--- src/rtl/i2cm_pkg.sv ---
package i2cm_pkg;

  typedef enum logic [2:0] {
    ST_IDLE,
    ST_START,
    ST_BIT,
    ST_HOLD,
    ST_STOP
  } busState_t;

  // strobes from the sequencer to the register/datapath side
  typedef struct packed {
    logic sdaLoad;     // update the SDA pull-down register
    logic sdaLowVal;   // value for it (1 pulls low)
    logic shiftIn;     // shift sampled SDA into the data register
    logic ackCapture;  // store sampled SDA as the ack status
    logic pendSet;     // byte finished
    logic startTaken;  // start request consumed
    logic stopTaken;   // stop request consumed
  } laneStrobe_t;

endpackage

--- src/rtl/i2cm_regs.sv ---
module i2cm_regs
  import i2cm_pkg::*;
#(
  parameter int PRE_SLOW = 16,
  parameter int PRE_FAST = 512
) (
  input  logic        clk,
  input  logic        rstN,
  input  logic        regWe,
  input  logic [1:0]  regAddr,
  input  logic [7:0]  regWdata,
  output logic [7:0]  regRdata,
  input  laneStrobe_t stb,
  input  logic        busy,
  input  logic        sdaIn,
  output logic        tick,
  output logic        pend,
  output logic        rxMode,
  output logic        ackEn,
  output logic        startReq,
  output logic        stopReq,
  output logic        dataMsb,
  output logic        sdaOe,
  output logic        irq
);
  localparam int DIV_W   = 4;
  localparam int SLOW_Q  = PRE_SLOW / 4;
  localparam int FAST_Q  = PRE_FAST / 4;
  localparam int PCNT_W  = $clog2(FAST_Q);
  localparam logic [PCNT_W-1:0] SLOW_LIM = PCNT_W'(SLOW_Q - 1);
  localparam logic [PCNT_W-1:0] FAST_LIM = PCNT_W'(FAST_Q - 1);

  logic             preFast, irqEn, xferEn, lastNack, sdaLowQ;
  logic [DIV_W-1:0] divSel, divCnt;
  logic [1:0]       mode;
  logic [7:0]       dataReg, ownAddr;
  logic [PCNT_W-1:0] preCnt, preLim;
  logic             preWrap, divDone;

  // register file and byte shifter
  always_ff @(posedge clk) begin
    if (!rstN) begin
      ackEn <= 1'b0; preFast <= 1'b0; irqEn <= 1'b0; pend <= 1'b0;
      divSel <= '0; mode <= 2'b00; xferEn <= 1'b0; lastNack <= 1'b0;
      dataReg <= '0; ownAddr <= '0; startReq <= 1'b0; stopReq <= 1'b0;
      sdaLowQ <= 1'b0;
    end else begin
      if (regWe) begin
        case (regAddr)
          2'd0: begin
            ackEn   <= regWdata[7];
            preFast <= regWdata[6];
            irqEn   <= regWdata[5];
            if (!regWdata[4]) pend <= 1'b0;
            divSel  <= regWdata[3:0];
          end
          2'd1: begin
            mode   <= regWdata[7:6];
            xferEn <= regWdata[4];
            if (regWdata[5] && regWdata[4]) startReq <= 1'b1;
            if (!regWdata[5] && busy) stopReq <= 1'b1;
          end
          2'd2:    dataReg <= regWdata;
          default: ownAddr <= regWdata;
        endcase
      end
      if (stb.pendSet)    pend <= 1'b1;
      if (stb.startTaken) startReq <= 1'b0;
      if (stb.stopTaken) begin
        stopReq  <= 1'b0;
        startReq <= 1'b0;
      end
      if (stb.shiftIn)    dataReg <= {dataReg[6:0], sdaIn};
      if (stb.ackCapture) lastNack <= sdaIn;
      if (stb.sdaLoad)    sdaLowQ <= stb.sdaLowVal;
    end
  end

  // quarter-period tick: prescaler then divisor
  assign preLim  = preFast ? FAST_LIM : SLOW_LIM;
  assign preWrap = (preCnt == preLim);
  assign divDone = (divCnt >= divSel);
  assign tick    = preWrap && divDone;

  always_ff @(posedge clk) begin
    if (!rstN || !busy) begin
      preCnt <= '0;
      divCnt <= '0;
    end else begin
      preCnt <= preWrap ? '0 : preCnt + 1'b1;
      if (preWrap) divCnt <= divDone ? '0 : divCnt + 1'b1;
    end
  end

  always_comb begin
    case (regAddr)
      2'd0:    regRdata = {ackEn, preFast, irqEn, pend, divSel};
      2'd1:    regRdata = {mode, busy, xferEn, 3'b000, lastNack};
      2'd2:    regRdata = dataReg;
      default: regRdata = ownAddr;
    endcase
  end

  assign rxMode  = (mode == 2'b10);
  assign dataMsb = dataReg[7];
  assign sdaOe   = sdaLowQ;
  assign irq     = pend & irqEn;

endmodule

--- src/rtl/i2cm_ctrl.sv ---
module i2cm_ctrl
  import i2cm_pkg::*;
(
  input  logic        clk,
  input  logic        rstN,
  input  logic        tick,
  input  logic        pend,
  input  logic        rxMode,
  input  logic        ackEn,
  input  logic        startReq,
  input  logic        stopReq,
  input  logic        dataMsb,
  input  logic        sclIn,
  output laneStrobe_t stb,
  output logic        busy,
  output logic        inBit,
  output logic        sclOe
);
  busState_t   state, stNext;
  logic [1:0]  phase, phaseNext;
  logic [3:0]  bitCnt, bitNext;
  logic        addrPhase, addrNext;

  // SDA pull-down for the next bit slot
  function automatic logic bitDrive(input logic isAddr, input logic isAck,
                                    input logic rx, input logic ackOn,
                                    input logic msb);
    if (isAck) return (rx && !isAddr) ? ackOn : 1'b0;
    return (rx && !isAddr) ? 1'b0 : !msb;
  endfunction

  always_comb begin
    stNext    = state;
    phaseNext = phase;
    bitNext   = bitCnt;
    addrNext  = addrPhase;
    stb       = '0;
    case (state)
      ST_IDLE: if (startReq) begin
        stNext = ST_START; phaseNext = 2'd1; addrNext = 1'b1;
        stb.startTaken = 1'b1; stb.sdaLoad = 1'b1; stb.sdaLowVal = 1'b0;
      end
      ST_START: if (tick) begin
        case (phase)
          2'd0: phaseNext = 2'd1;
          2'd1: if (sclIn) begin
            phaseNext = 2'd2; stb.sdaLoad = 1'b1; stb.sdaLowVal = 1'b1;
          end
          2'd2: phaseNext = 2'd3;
          default: begin
            stNext = ST_BIT; phaseNext = 2'd0; bitNext = 4'd0;
            stb.sdaLoad = 1'b1;
            stb.sdaLowVal = bitDrive(1'b1, 1'b0, rxMode, ackEn, dataMsb);
          end
        endcase
      end
      ST_BIT: if (tick) begin
        case (phase)
          2'd0: phaseNext = 2'd1;
          2'd1: if (sclIn) phaseNext = 2'd2;
          2'd2: begin
            phaseNext = 2'd3;
            if (bitCnt == 4'd8) stb.ackCapture = 1'b1;
            else                stb.shiftIn = 1'b1;
          end
          default: begin
            if (bitCnt == 4'd8) begin
              stNext = ST_HOLD; stb.pendSet = 1'b1;
            end else begin
              bitNext = bitCnt + 4'd1; phaseNext = 2'd0; stb.sdaLoad = 1'b1;
              stb.sdaLowVal = bitDrive(addrPhase, bitCnt == 4'd7, rxMode, ackEn, dataMsb);
            end
          end
        endcase
      end
      ST_HOLD: if (tick && !pend) begin
        phaseNext = 2'd0; stb.sdaLoad = 1'b1;
        if (stopReq) begin
          stNext = ST_STOP; stb.stopTaken = 1'b1; stb.sdaLowVal = 1'b1;
        end else if (startReq) begin
          stNext = ST_START; stb.startTaken = 1'b1; addrNext = 1'b1;
          stb.sdaLowVal = 1'b0;
        end else begin
          stNext = ST_BIT; bitNext = 4'd0; addrNext = 1'b0;
          stb.sdaLowVal = bitDrive(1'b0, 1'b0, rxMode, ackEn, dataMsb);
        end
      end
      ST_STOP: if (tick) begin
        case (phase)
          2'd0: phaseNext = 2'd1;
          2'd1: if (sclIn) begin
            phaseNext = 2'd2; stb.sdaLoad = 1'b1; stb.sdaLowVal = 1'b0;
          end
          default: begin stNext = ST_IDLE; phaseNext = 2'd0; end
        endcase
      end
      default: stNext = ST_IDLE;
    endcase
  end

  always_ff @(posedge clk) begin
    if (!rstN) begin
      state <= ST_IDLE; phase <= 2'd0; bitCnt <= 4'd0; addrPhase <= 1'b0;
    end else begin
      state <= stNext; phase <= phaseNext; bitCnt <= bitNext; addrPhase <= addrNext;
    end
  end

  always_comb begin
    case (state)
      ST_START, ST_BIT: sclOe = (phase == 2'd0) || (phase == 2'd3);
      ST_HOLD:          sclOe = 1'b1;
      ST_STOP:          sclOe = (phase == 2'd0);
      default:          sclOe = 1'b0;
    endcase
  end

  assign busy  = (state != ST_IDLE);
  assign inBit = (state == ST_BIT);

endmodule

--- src/rtl/i2c_byte_master.sv ---
module i2c_byte_master
  import i2cm_pkg::*;
#(
  parameter int PRE_SLOW = 16,
  parameter int PRE_FAST = 512
) (
  input  logic       clk,
  input  logic       rstN,
  input  logic       regWe,
  input  logic [1:0] regAddr,
  input  logic [7:0] regWdata,
  output logic [7:0] regRdata,
  output logic       irq,
  output logic       sclOe,
  input  logic       sclIn,
  output logic       sdaOe,
  input  logic       sdaIn
);
  laneStrobe_t stbS;
  logic tickS, pendS, rxModeS, ackEnS, startReqS, stopReqS, dataMsbS, busyS, inBitS;

  i2cm_regs #(.PRE_SLOW(PRE_SLOW), .PRE_FAST(PRE_FAST)) u_regs (
    .clk(clk), .rstN(rstN), .regWe(regWe), .regAddr(regAddr),
    .regWdata(regWdata), .regRdata(regRdata), .stb(stbS), .busy(busyS),
    .sdaIn(sdaIn), .tick(tickS), .pend(pendS), .rxMode(rxModeS),
    .ackEn(ackEnS), .startReq(startReqS), .stopReq(stopReqS),
    .dataMsb(dataMsbS), .sdaOe(sdaOe), .irq(irq)
  );

  i2cm_ctrl u_ctrl (
    .clk(clk), .rstN(rstN), .tick(tickS), .pend(pendS), .rxMode(rxModeS),
    .ackEn(ackEnS), .startReq(startReqS), .stopReq(stopReqS),
    .dataMsb(dataMsbS), .sclIn(sclIn), .stb(stbS), .busy(busyS),
    .inBit(inBitS), .sclOe(sclOe)
  );

endmodule

--- config.mk ---
export PLATFORM = sky130hd
export DESIGN_NAME = i2c_byte_master
export DESIGN_NICKNAME = d
export VERILOG_FILES = /design/src/rtl/i2cm_pkg.sv /design/src/rtl/i2cm_regs.sv /design/src/rtl/i2cm_ctrl.sv /design/src/rtl/i2c_byte_master.sv
export SDC_FILE = /design/constraint.sdc
export NUM_CORES = 1
export LEC_CHECK = 0
export ABC_AREA = 1
export BUFFER_PORTS_ARGS = -buffer_cell sky130_fd_sc_hd__buf_2
export CAP_MARGIN = 20
export CELL_PAD_IN_SITES_DETAIL_PLACEMENT = 1
export CELL_PAD_IN_SITES_GLOBAL_PLACEMENT = 2
export CORE_ASPECT_RATIO = 1.25
export CORE_MARGIN = 5
export CORE_UTILIZATION = 38
export CTS_BUF_LIST = sky130_fd_sc_hd__clkbuf_8
export CTS_CLUSTER_DIAMETER = 30
export DETAILED_ROUTE_END_ITERATION = 6
export GPL_TIMING_DRIVEN = 0
export PLACE_DENSITY_LB_ADDON = 0.2
export SYNTH_ARGS = -nofsm -noshare
export SYNTH_HDL_FRONTEND = slang
export SYNTH_SLANG_ARGS = --single-unit
--- constraint.sdc ---
create_clock -name clk -period 3.6 [get_ports clk]
set_input_delay 0.36 -clock clk [delete_from_list [all_inputs] [get_ports clk]]
set_output_delay 0.36 -clock clk [all_outputs]
set_load 0.01 [all_outputs]
## Word-level counts from Yosys, hierarchy flattened

Cells that the tools add are included.
W data, S select, Z words.

- Bits in registers: 52
- Input port bits: 15
- Output and inout port bits: 11
- Logic and storage cells: 178

- $add $sub $neg: 3
- Magnitude comparators: 1
- Equality and inequality tests: 27
- Mux-type cells: 82
- Bitwise gates (word level): 3
- Reductions and logical operators: 43

Operator list:

| cell | number |
|---|---|
| $mux W2 | 19 |
| $mux W4 | 9 |
| $mux W3 | 11 |
| $mux W1 | 26 |
| $mux W8 | 3 |
| $pmux W8 S3 | 1 |
| $pmux W2 S5 | 2 |
| $reduce_and A9 Y1 | 2 |
| $pmux W3 S5 | 1 |
| $ne A2 B2 Y1 const B | 7 |
| $ne A2 B1 Y1 const B | 6 |
| $pmux W2 S3 | 2 |
| $pmux W4 S3 | 1 |
| $reduce_bool A2 Y1 | 5 |
| $reduce_or A2 Y1 | 5 |
| $reduce_and A3 Y1 | 3 |
| $reduce_or A3 Y1 | 3 |
| $add A4 B1 Y4 const B | 2 |
| $eq A2 B2 Y1 const B | 4 |
| $pmux W2 S2 | 2 |
| $reduce_and A2 Y1 | 4 |
| $add A7 B1 Y7 const B | 1 |
| $eq A7 B7 Y1 | 1 |
| $mux W7 | 1 |
| 22 further kinds | 38 |

## Longest topological paths before layout

Gate-level depths: netlist of the first run.

- Depth after elaboration: 13
- Gate-level depth with buffers: 15
- Gate-level depth less buffers: 15

## By module

From an unflattened synthesis of the first run, not the netlist that was laid out.

- Cells, all modules: 462
- Area total of the unflattened synthesis: 3031.7 µm²

Modules (own cells, without submodules):

| module | instances | cells each | area each (µm²) |
|---|---|---|---|
| i2cm_regs | 1 | 283 | 2031.9 |
| i2cm_ctrl | 1 | 179 | 999.7 |

## Worst setup path after synthesis of the first run

No wires, ideal clock.

- Kind: register to register
- Start point: register u_regs.divSel[3]
- End point: register u_regs.dataReg[5]
- Setup time: 0.118 ns
- Arrival: 1.628 ns
- Required time: 3.482 ns
- Path slack: 1.854 ns
- Stages on the path, launching flop included: 12
- Period minus slack after synthesis: 1.746 ns
- Cell sequence: dfxtp_1 -> inv_1 -> ha_1 -> a21oi_1 -> nand3_2 -> nand2_2 -> clkinv_2 -> nand2_4 -> nor2_8 -> buf_8 -> o21ai_1 -> a21oi_2

- Word-level cells in the longest chain between the ends: 6
- Elaborated cells on any way between the ends: 8
- Classes of those cells: order compare (1); mux (3); reduce/logical (4)

Ends and longest elaborated chain:

| element | RTL line | source |
|---|---|---|
| start, declared | i2cm_regs.sv:34 | `logic [DIV_W-1:0] divSel, divCnt;` |
| start signal, assigned | i2cm_regs.sv:55 | `divSel <= regWdata[3:0];` |
| $ge A4 B4 Y1 (*) | i2cm_regs.sv:82 | `assign divDone = (divCnt >= divSel);` |
| $logic_and A1 B1 Y1 (*) | i2cm_regs.sv:83 | `assign tick = preWrap && divDone;` |
| $mux W5 (*) | i2cm_ctrl.sv:57 | `ST_BIT: if (tick) begin` |
| $mux W3 (*) | i2cm_ctrl.sv:38 | `case (state)` |
| $reduce_bool A2 Y1 (no line) | n/a |  |
| $reduce_and A2 Y1 (no line) | n/a |  |
| end signal, assigned | i2cm_regs.sv:63 | `2'd2: dataReg <= regWdata;` |
| end signal, assigned | i2cm_regs.sv:73 | `if (stb.shiftIn) dataReg <= {dataReg[6:0], sdaIn};` |
| end, declared | i2cm_regs.sv:36 | `logic [7:0] dataReg, ownAddr;` |

Mark *: on every way between the ends. The rest lies on a longest branch, timed or not.
A chain may end at the register's enable or synchronous reset.

## Worst setup path after layout of the first run

- Start point: register u_ctrl.state[2]
- End point: output port sclOe

- Word-level cells in the longest chain between the ends: 3
- Elaborated cells on any way between the ends: 6
- Classes of those cells: eq/ne (4); mux (1); reduce/logical (1)

Ends and longest elaborated chain:

| element | RTL line | source |
|---|---|---|
| start, declared | i2cm_ctrl.sv:19 | `busState_t state, stNext;` |
| start signal, assigned | i2cm_ctrl.sv:105 | `state <= stNext; phase <= phaseNext; bitCnt <= bitNext; addrPhase <= addrNext;` |
| $eq A3 B2 Y1 or $eq A3 B1 Y1 (tied branches) | n/a |  |
| $reduce_or A2 Y1 | i2cm_ctrl.sv:110 | `case (state)` |
| $pmux W1 S3 (*) | i2cm_ctrl.sv:110 |  |
| end, declared | i2c_byte_master.sv:14 | `output logic sclOe,` |

Marks and branches as above.

==> run_results.csv, run 1 <==
group,metric,value,unit
outcome,status,"completed",
finish,antennaDiodeCount,0,
finish,finish.instance_area,0.003431,mm2
clocking,clk_pin_slew_worst_paths,110,ps
setup_path,r2r_start,"u_regs.divSel[3]$_SDFFE_PN0P_",
sta,worst_slew_margin,0.6753,
synthesis,syn-instance-count,431,
route,vias,2886,
synthesis,netlist.area_leader.share,0.3414,
sta,final_hold_viol_count,0,
synthesis,ys_seq_elements,52,
sta,final_clock_skew,11.28,ps
finish,fillers,1040,
synthesis,xor_and_xnor_fraction_of_the_mapped_netlist_area,0.01436,
clocking,cts.sinks,52,
floorplan,start_util,0.3890,
synthesis,synth.cells.most_frequent,"nand2_1, inv_1, dfxtp_1, nor2_1, o21ai_0",
route,dr.pass1.iters,4,
sta,timing.setup.tns,0,ps
synthesis,ys_async_sr_fraction,0,
synthesis,cell_types_with_the_largest_area_share_after_synthesis,"dfxtp_1, nand2_1, inv_1",
clocking,cts_made_buffers,5,
synthesis,synth_top_area_cell,"dfxtp_1",
global_routing,grt_use_met2,0.3734,
global_routing,use_met3,0.02240,
synthesis,post_synth_instance_area,0.003049,mm2
global_routing,initial_antenna_violation_count,0,
route,wl,8984,um
clocking,resized_cells_post_cts,0,
synthesis,yosysUniqueCellTypes,43,
finish,area_growth_syn_to_layout,12.52,%
setup_path,timing.critical_path.from,"u_ctrl.state[2]$_SDFFE_PN0P_",
setup_path,critical_path_required,3240,ps
sta,worst_pin_slew,487.0,ps
synthesis,synth-main-ff-cell,"dfxtp_1",
floorplan,die-height,110.2,um
finish,final-instance-count-excl-fill,559,
route,via_per_inst,5.163,
setup_path,setup.worst_path.start_class,"register",
sta,setup_viol,0,
global_routing,met1_usage,0.2196,
placement,placement.cell_area,0.003293,mm2
sta,fin_crit,2050,ps
global_routing,grt-busiest-layer,"met2",
clocking,max-clock-path-buffers,2,
route,drtAntennaViolNets,0,
min_path,holdCritPathClass,"in -> reg",
placement,finalWeightedCongestion,0.8823,
global_routing,grt_overflow,0,
floorplan,die-area,0.009927,mm2
flow_run,max-cap-violations,0,
synthesis,syn-mean-instance-area,7.075,um2
placement,dp_hpwl,7174,um
min_path,min_from,"sdaIn",
finish,num-nets-final,490,
setup_path,cp.arrival,1690,ps
floorplan,design.portCount,26,
synthesis,synth-seq-area-share,0.3414,
synthesis,synth.most_common_cell,"nand2_1",
finish,post_route_cells_drive_above_1_share,0.1703,
floorplan,core_region_area,0.007838,mm2
synthesis,synthSimpleGateAreaFrac,0.2934,
clocking,tritoncts,"yes",
floorplan,horiz_die_dim,90.12,um
clocking,insertion_delay,320,ps
sta,final_max_tran_viols,0,
sta,setup_repair_after_global_routing_missed_its_margin,"false",
pwr,cellPowerDensity,521.9,mW/mm2
global_routing,grt_start_max_net_pins,18,
floorplan,placement_rows,36,
clocking,post-cts-setup-buffer-count,0,
pwr,worst_ir_drop_vdd,281.8,uV
sta,clock.fmax,487.7,MHz
global_routing,global_route.usage.total,0.1902,
pwr,power.static_leakage,0.001453,uW
setup_path,critical_path.endpoint_type,"output pin",
synthesis,synth.mux.area_fraction,0,
setup_path,cp_max_fo,5,
route,drtIter0Drc,50,
global_routing,grt_pass1_vias,3116,
synthesis,synth_top_family_by_area,"simple AND/OR/NAND/NOR gates",
placement,io_buffer_count,25,
clocking,htreeDepth,2,
clocking,cts_root_buffer,"clkbuf_8",
synthesis,synthAdderAreaFrac,0.04924,
setup_path,category_of_the_most_critical_setup_path,"reg -> out",
route,post-route-drc-count,0,
synthesis,synth_compound_area_frac,0.2002,
synthesis,count_of_flip_flops_with_a_built_in_enable_after_synthesis,0,
clocking,hold_buffers,0,
global_routing,grt_pass1_wl,15260,um
placement,dpl.cell_count,551,
synthesis,yosys_warnings,0,
synthesis,synth_net_count,458,
sta,timing.final.crit_share,0.5695,
route,detail_routed_net_length_per_standard_cell,16.07,um
-- through the flow --
stage               setup WS, ps  power, uW  hold slack, ps    util
floorplan                   1854       1145           417.9       -
CTS                         1541       1817           319.1  0.4377
global route                1398       1911           338.2  0.4377
detailed placement          1496       1313           442.8  0.4202
global placement            1499       1287           433.6  0.4202
finish                      1550       1790           327.2  0.4377
-- cell families after synthesis --
| family | after synthesis |
|---|---|
| AND/OR/NAND/NOR | 183 |
| AO/OA/AOI/OAI | 106 |
| buffers and inverters | 73 |
| flip-flops | 52 |
| adder cells (fa/ha/maj) | 12 |
| XOR/XNOR | 5 |
-- sequential cells by signal (all words and copies together) (netlist names), 2 cells and up --
name and count:
u_ctrl.phase 2, u_ctrl.state 3, u_ctrl.bitCnt 4, u_regs.divSel 4
u_regs.mode 2, u_regs.dataReg 8, u_regs.divCnt 4, u_regs.ownAddr 8
u_regs.preCnt 7
-- cell type report --
type / count / area [um2] / share of cell area
multi-input cells: 306 / 1699 / 0.4953
flip-flops and latches: 52 / 1041 / 0.3034
inverters: 65 / 257.7 / 0.07513
repair buffers: 25 / 125.1 / 0.03647
well taps: 95 / 118.9 / 0.03465
clock buffers: 5 / 68.82 / 0.02006
clock inverters: 3 / 68.82 / 0.02006
plain buffers: 8 / 51.30 / 0.01495
-- worst max-delay path, cell delays in order, from the launching register on --
cell,delay (ps)
dfxtp_1,480
inv_2,130
nor2_2,280
inv_1,130
o221ai_1,190
buf_2,160
-- path summary, 6_finish.rpt --
path | slack, ps | to | cells past startpoint
max | 1550 | sclOe | 5
min | 330 | u_regs.dataReg[0]$_SDFFE_PN0P_ | 3
max reg2reg | 1560 | u_regs.dataReg[6]$_SDFFE_PN0P_ | 11
min reg2reg | 460 | u_regs.ownAddr[6]$_SDFFE_PN0P_ | 2
-- cells in the final DEF, fill, tap and decap left out, drive strengths merged, types with 4 or more instances in the layout --
master,instances
nor3,7
nand3,30
nor2,55
o22ai,5
nand2,87
inv,62
o21ai,45
a21oi,41
clkinv,4
dfxtp,52
o221ai,4
ha,12
buf,29
xor2,4
clkbuf,9
-- power by group --
part	switching [uW]	total [uW]	internal, uW	leakage, uW
registers	45.3	667	621	0.000423
clock network	223	503	280	0.0000687
logic	416	621	204	0.000961
-- routing by layer --
metal / routed length, um / share of wire
met2: 4733 / 0.53
met4: 100 / 0.011
met5: 0 / 0
met3: 225 / 0.025
met1: 3924 / 0.44
Power figures use the tool's default switching activity.
==> inputs of run 2 (changes only) <==
- ABC_AREA: 1 -> 0
- CORE_UTILIZATION: 38 -> 34
- clock period: 3.6 -> 1.71 ns (I/O delays scaled with it)
==> run 2 against run 1 <==
Against the previous run:
- combinational power fell by 6.6%
- clock skew fell by 3.8 ps
- non-clock buffer count rose by 34
- die area rose by 9.9%
- sequential power rose by 93%
- clock power rose by 67%
- via count fell by 2.8%
- the run now ends with negative setup slack left
- clock-buffer cell count did not move
- flip-flop and latch count did not move
- area after synthesis fell by 0.66%
- final area rose by 17%
- power rose by 52%
==> run_results.csv, run 2 <==
group,metric,value,unit
sta,fin_crit,2185,ps
pwr,power.static_leakage,0.001633,uW
route,via_per_inst,5.321,
clocking,insertion_delay,310,ps
setup_path,cp.arrival,2400,ps
synthesis,synthAdderAreaFrac,0.05618,
finish,num-nets-final,433,
clocking,clk_pin_slew_worst_paths,100,ps
synthesis,post_synth_instance_area,0.003029,mm2
synthesis,xor_and_xnor_fraction_of_the_mapped_netlist_area,0.01735,
route,vias,2804,
synthesis,synth-main-ff-cell,"dfxtp_1",
synthesis,ys_async_sr_fraction,0,
sta,clock.fmax,457.6,MHz
floorplan,design.portCount,26,
pwr,worst_ir_drop_vdd,392.0,uV
synthesis,synth_net_count,376,
global_routing,grt_overflow,0,
min_path,min_from,"regWdata[0]",
setup_path,cp_max_fo,6,
route,dr.pass1.iters,4,
global_routing,grt_pass1_wl,15580,um
floorplan,die-height,115.5,um
synthesis,synth_top_area_cell,"dfxtp_1",
placement,dp_hpwl,6799,um
synthesis,ys_seq_elements,52,
sta,final_max_tran_viols,0,
sta,setup_repair_after_global_routing_missed_its_margin,"true",
outcome,status,"finished, violations left",
outcome,violated_checks,"negative setup slack",
setup_path,critical_path_required,1930,ps
placement,dpl.cell_count,494,
setup_path,setup.worst_path.start_class,"register",
setup_path,timing.critical_path.from,"u_regs.divCnt[0]$_SDFFE_PP0N_",
synthesis,synth_top_family_by_area,"simple AND/OR/NAND/NOR gates",
global_routing,global_route.usage.total,0.1826,
sta,post-route-worst-setup-slack,-475.2,ps
synthesis,synth_compound_area_frac,0.1863,
floorplan,placement_rows,38,
synthesis,count_of_flip_flops_with_a_built_in_enable_after_synthesis,0,
synthesis,syn-instance-count,349,
setup_path,cpMaxStageDelayCell,"or4_4",
clocking,cts_root_buffer,"clkbuf_8",
synthesis,cell_types_with_the_largest_area_share_after_synthesis,"dfxtp_1, mux2i_1, nor2_1",
setup_path,largest_delay_share_family_worst_path,"simple AND/OR/NAND/NOR gates",
pwr,totalPowerFinal,2715,uW
synthesis,synth.cells.most_frequent,"dfxtp_1, nor2_1, nand2_1, mux2i_1, a21oi_1",
global_routing,grt_pass1_vias,3076,
synthesis,yosysUniqueCellTypes,60,
finish,post_route_cells_drive_above_1_share,0.3661,
sta,final_clock_skew,7.435,ps
synthesis,synth-seq-area-share,0.3437,
synthesis,synth.most_common_cell,"dfxtp_1",
clocking,cts_made_buffers,5,
setup_path,category_of_the_most_critical_setup_path,"reg -> reg",
synthesis,netlist.area_leader.share,0.3437,
synthesis,syn-mean-instance-area,8.680,um2
synthesis,synth.mux.area_fraction,0.1280,
synthesis,yosys_warnings,0,
sta,worst_pin_slew,614.4,ps
setup_path,r2r_start,"u_regs.divCnt[0]$_SDFFE_PP0N_",
placement,io_buffer_count,25,
sta,worst_slew_margin,0.5904,
setup_path,worst-path-buf-inv,3,
finish,final-instance-count-excl-fill,527,
floorplan,core_region_area,0.008701,mm2
clocking,tritoncts,"yes",
finish,layout.cells.most_common,"nor2_1",
floorplan,start_util,0.3481,
setup_path,crit_chain,"inv_2 -> ha_4 -> nand2b_4 -> a2111oi_4 -> buf_4 -> nor3_4 -> buf_6 -> a31oi_4 -> or4_4 -> a221oi_2",
clocking,hold_buffers,0,
finish,largest_registers,"u_regs.dataReg x8, u_regs.ownAddr x8, u_regs.preCnt x7",
setup_path,slowest_stage_delay_on_critical_path,430,ps
sta,setup_viol,28,
route,wl,9185,um
route,post-route-drc-count,0,
route,detail_routed_net_length_per_standard_cell,17.43,um
global_routing,grt_start_max_net_pins,16,
sta,final_hold_viol_count,0,
min_path,holdCritPathClass,"in -> reg",
finish,area_growth_syn_to_layout,32.47,%
floorplan,horiz_die_dim,94.43,um
clocking,cts.sinks,52,
sta,timing.final.crit_share,1.278,
flow_run,max-cap-violations,0,
floorplan,die-area,0.01091,mm2
clocking,max-clock-path-buffers,2,
finish,antennaDiodeCount,0,
clocking,htreeDepth,2,
synthesis,synthSimpleGateAreaFrac,0.2251,
placement,finalWeightedCongestion,0.8004,
pwr,cellPowerDensity,676.7,mW/mm2
setup_path,critical_path.endpoint_type,"register",
route,drtAntennaViolNets,0,
route,drtIter0Drc,61,
global_routing,initial_antenna_violation_count,0,
finish,most_frequent_cells_in_the_layout,"nor2_1, dfxtp_1, nand2_1",
run 2: changes by cell type after synthesis, moves of 7 or more:
cell,previous run,this run
mux2i_1,0,23
o21ai_0,40,10
nor2_2,8,0
nand2_1,75,34
a21oi_1,37,21
inv_2,7,0
nand2_2,8,0
inv_1,54,14
nand3_1,26,15
a211oi_1,0,10
clkbuf_1,4,11
run 2: final cells by class:
cell class	count	area, um2
multi-input cells	265	2131
well taps	120	150.1
plain buffers	14	112.6
clock inverters	3	38.79
fillers	1014	4688
clock buffers	5	68.82
repair buffers	53	380.4
inverters	15	58.81
flip-flops and latches	52	1072
run 2: metrics by stage:
step           utilization  hold slack (ps)  cell area, um2  setup WS (ps)  setup TNS, ps
2_1_floorplan            -            299.4            3141         -328.0          -3045
3_3_place_gp        0.3926            423.6            3416         -549.3         -13070
3_5_place_dp        0.3926            434.5            3416         -569.3         -13270
4_1_cts             0.4339            98.44            3775         -476.4          -9179
5_1_grt             0.4612            115.8            4013         -560.7         -11070
6_report            0.4612            110.9            4013         -475.2          -8697
run 2: cells by family (layout without fill, tap and decap cells):
kind of cell | after synthesis | count (layout)
multiplexers | 32 | 32
flip-flops | 52 | 52
adder cells (fa/ha/maj) | 14 | 14
XOR/XNOR | 6 | 6
AO/OA/AOI/OAI | 76 | 76
buffers and inverters | 32 | 90
AND/OR/NAND/NOR | 137 | 137
run 2: routing by layer:
metal  vias up  wire length, um  global-route usage
met4         0              228             0.07514
met3        17              236             0.03117
met2        39             4834              0.3310
met1      1374             3885              0.2111
li1       1374                -                   -
met5         -                0                   0
run 2: worst paths after layout:
check / endpoint / depth (start not counted) / slack, ps
setup / recovery: u_ctrl.state[1]$_SDFFE_PN0P_ / 10 / -480
hold / removal: u_regs.divSel[0]$_SDFFE_PN0P_ / 3 / 110
setup reg to reg: u_ctrl.state[1]$_SDFFE_PN0P_ / 10 / -480
hold reg to reg: u_regs.preCnt[0]$_SDFF_PP0_ / 1 / 450
run 2: worst min-delay path: stages:
cell and delay (ps):
buf_2 110, nand2_1 50, a21oi_1 50
run 2: where the power goes:
part           internal, uW  switching, uW  total [uW]  leakage, uW
registers              1250           45.1        1290     0.000430
clock network           429            412         841    0.0000593
logic                   257            322         580      0.00114
run 2: timing repair:
| action | 4_1_cts | 5_1_grt |
|---|---|---|
| buffers inserted | 12 | 17 |
| setup endpoints to repair | 40 | 34 |
| pin swaps | 6 | 13 |
| gates resized for setup | 44 | 44 |
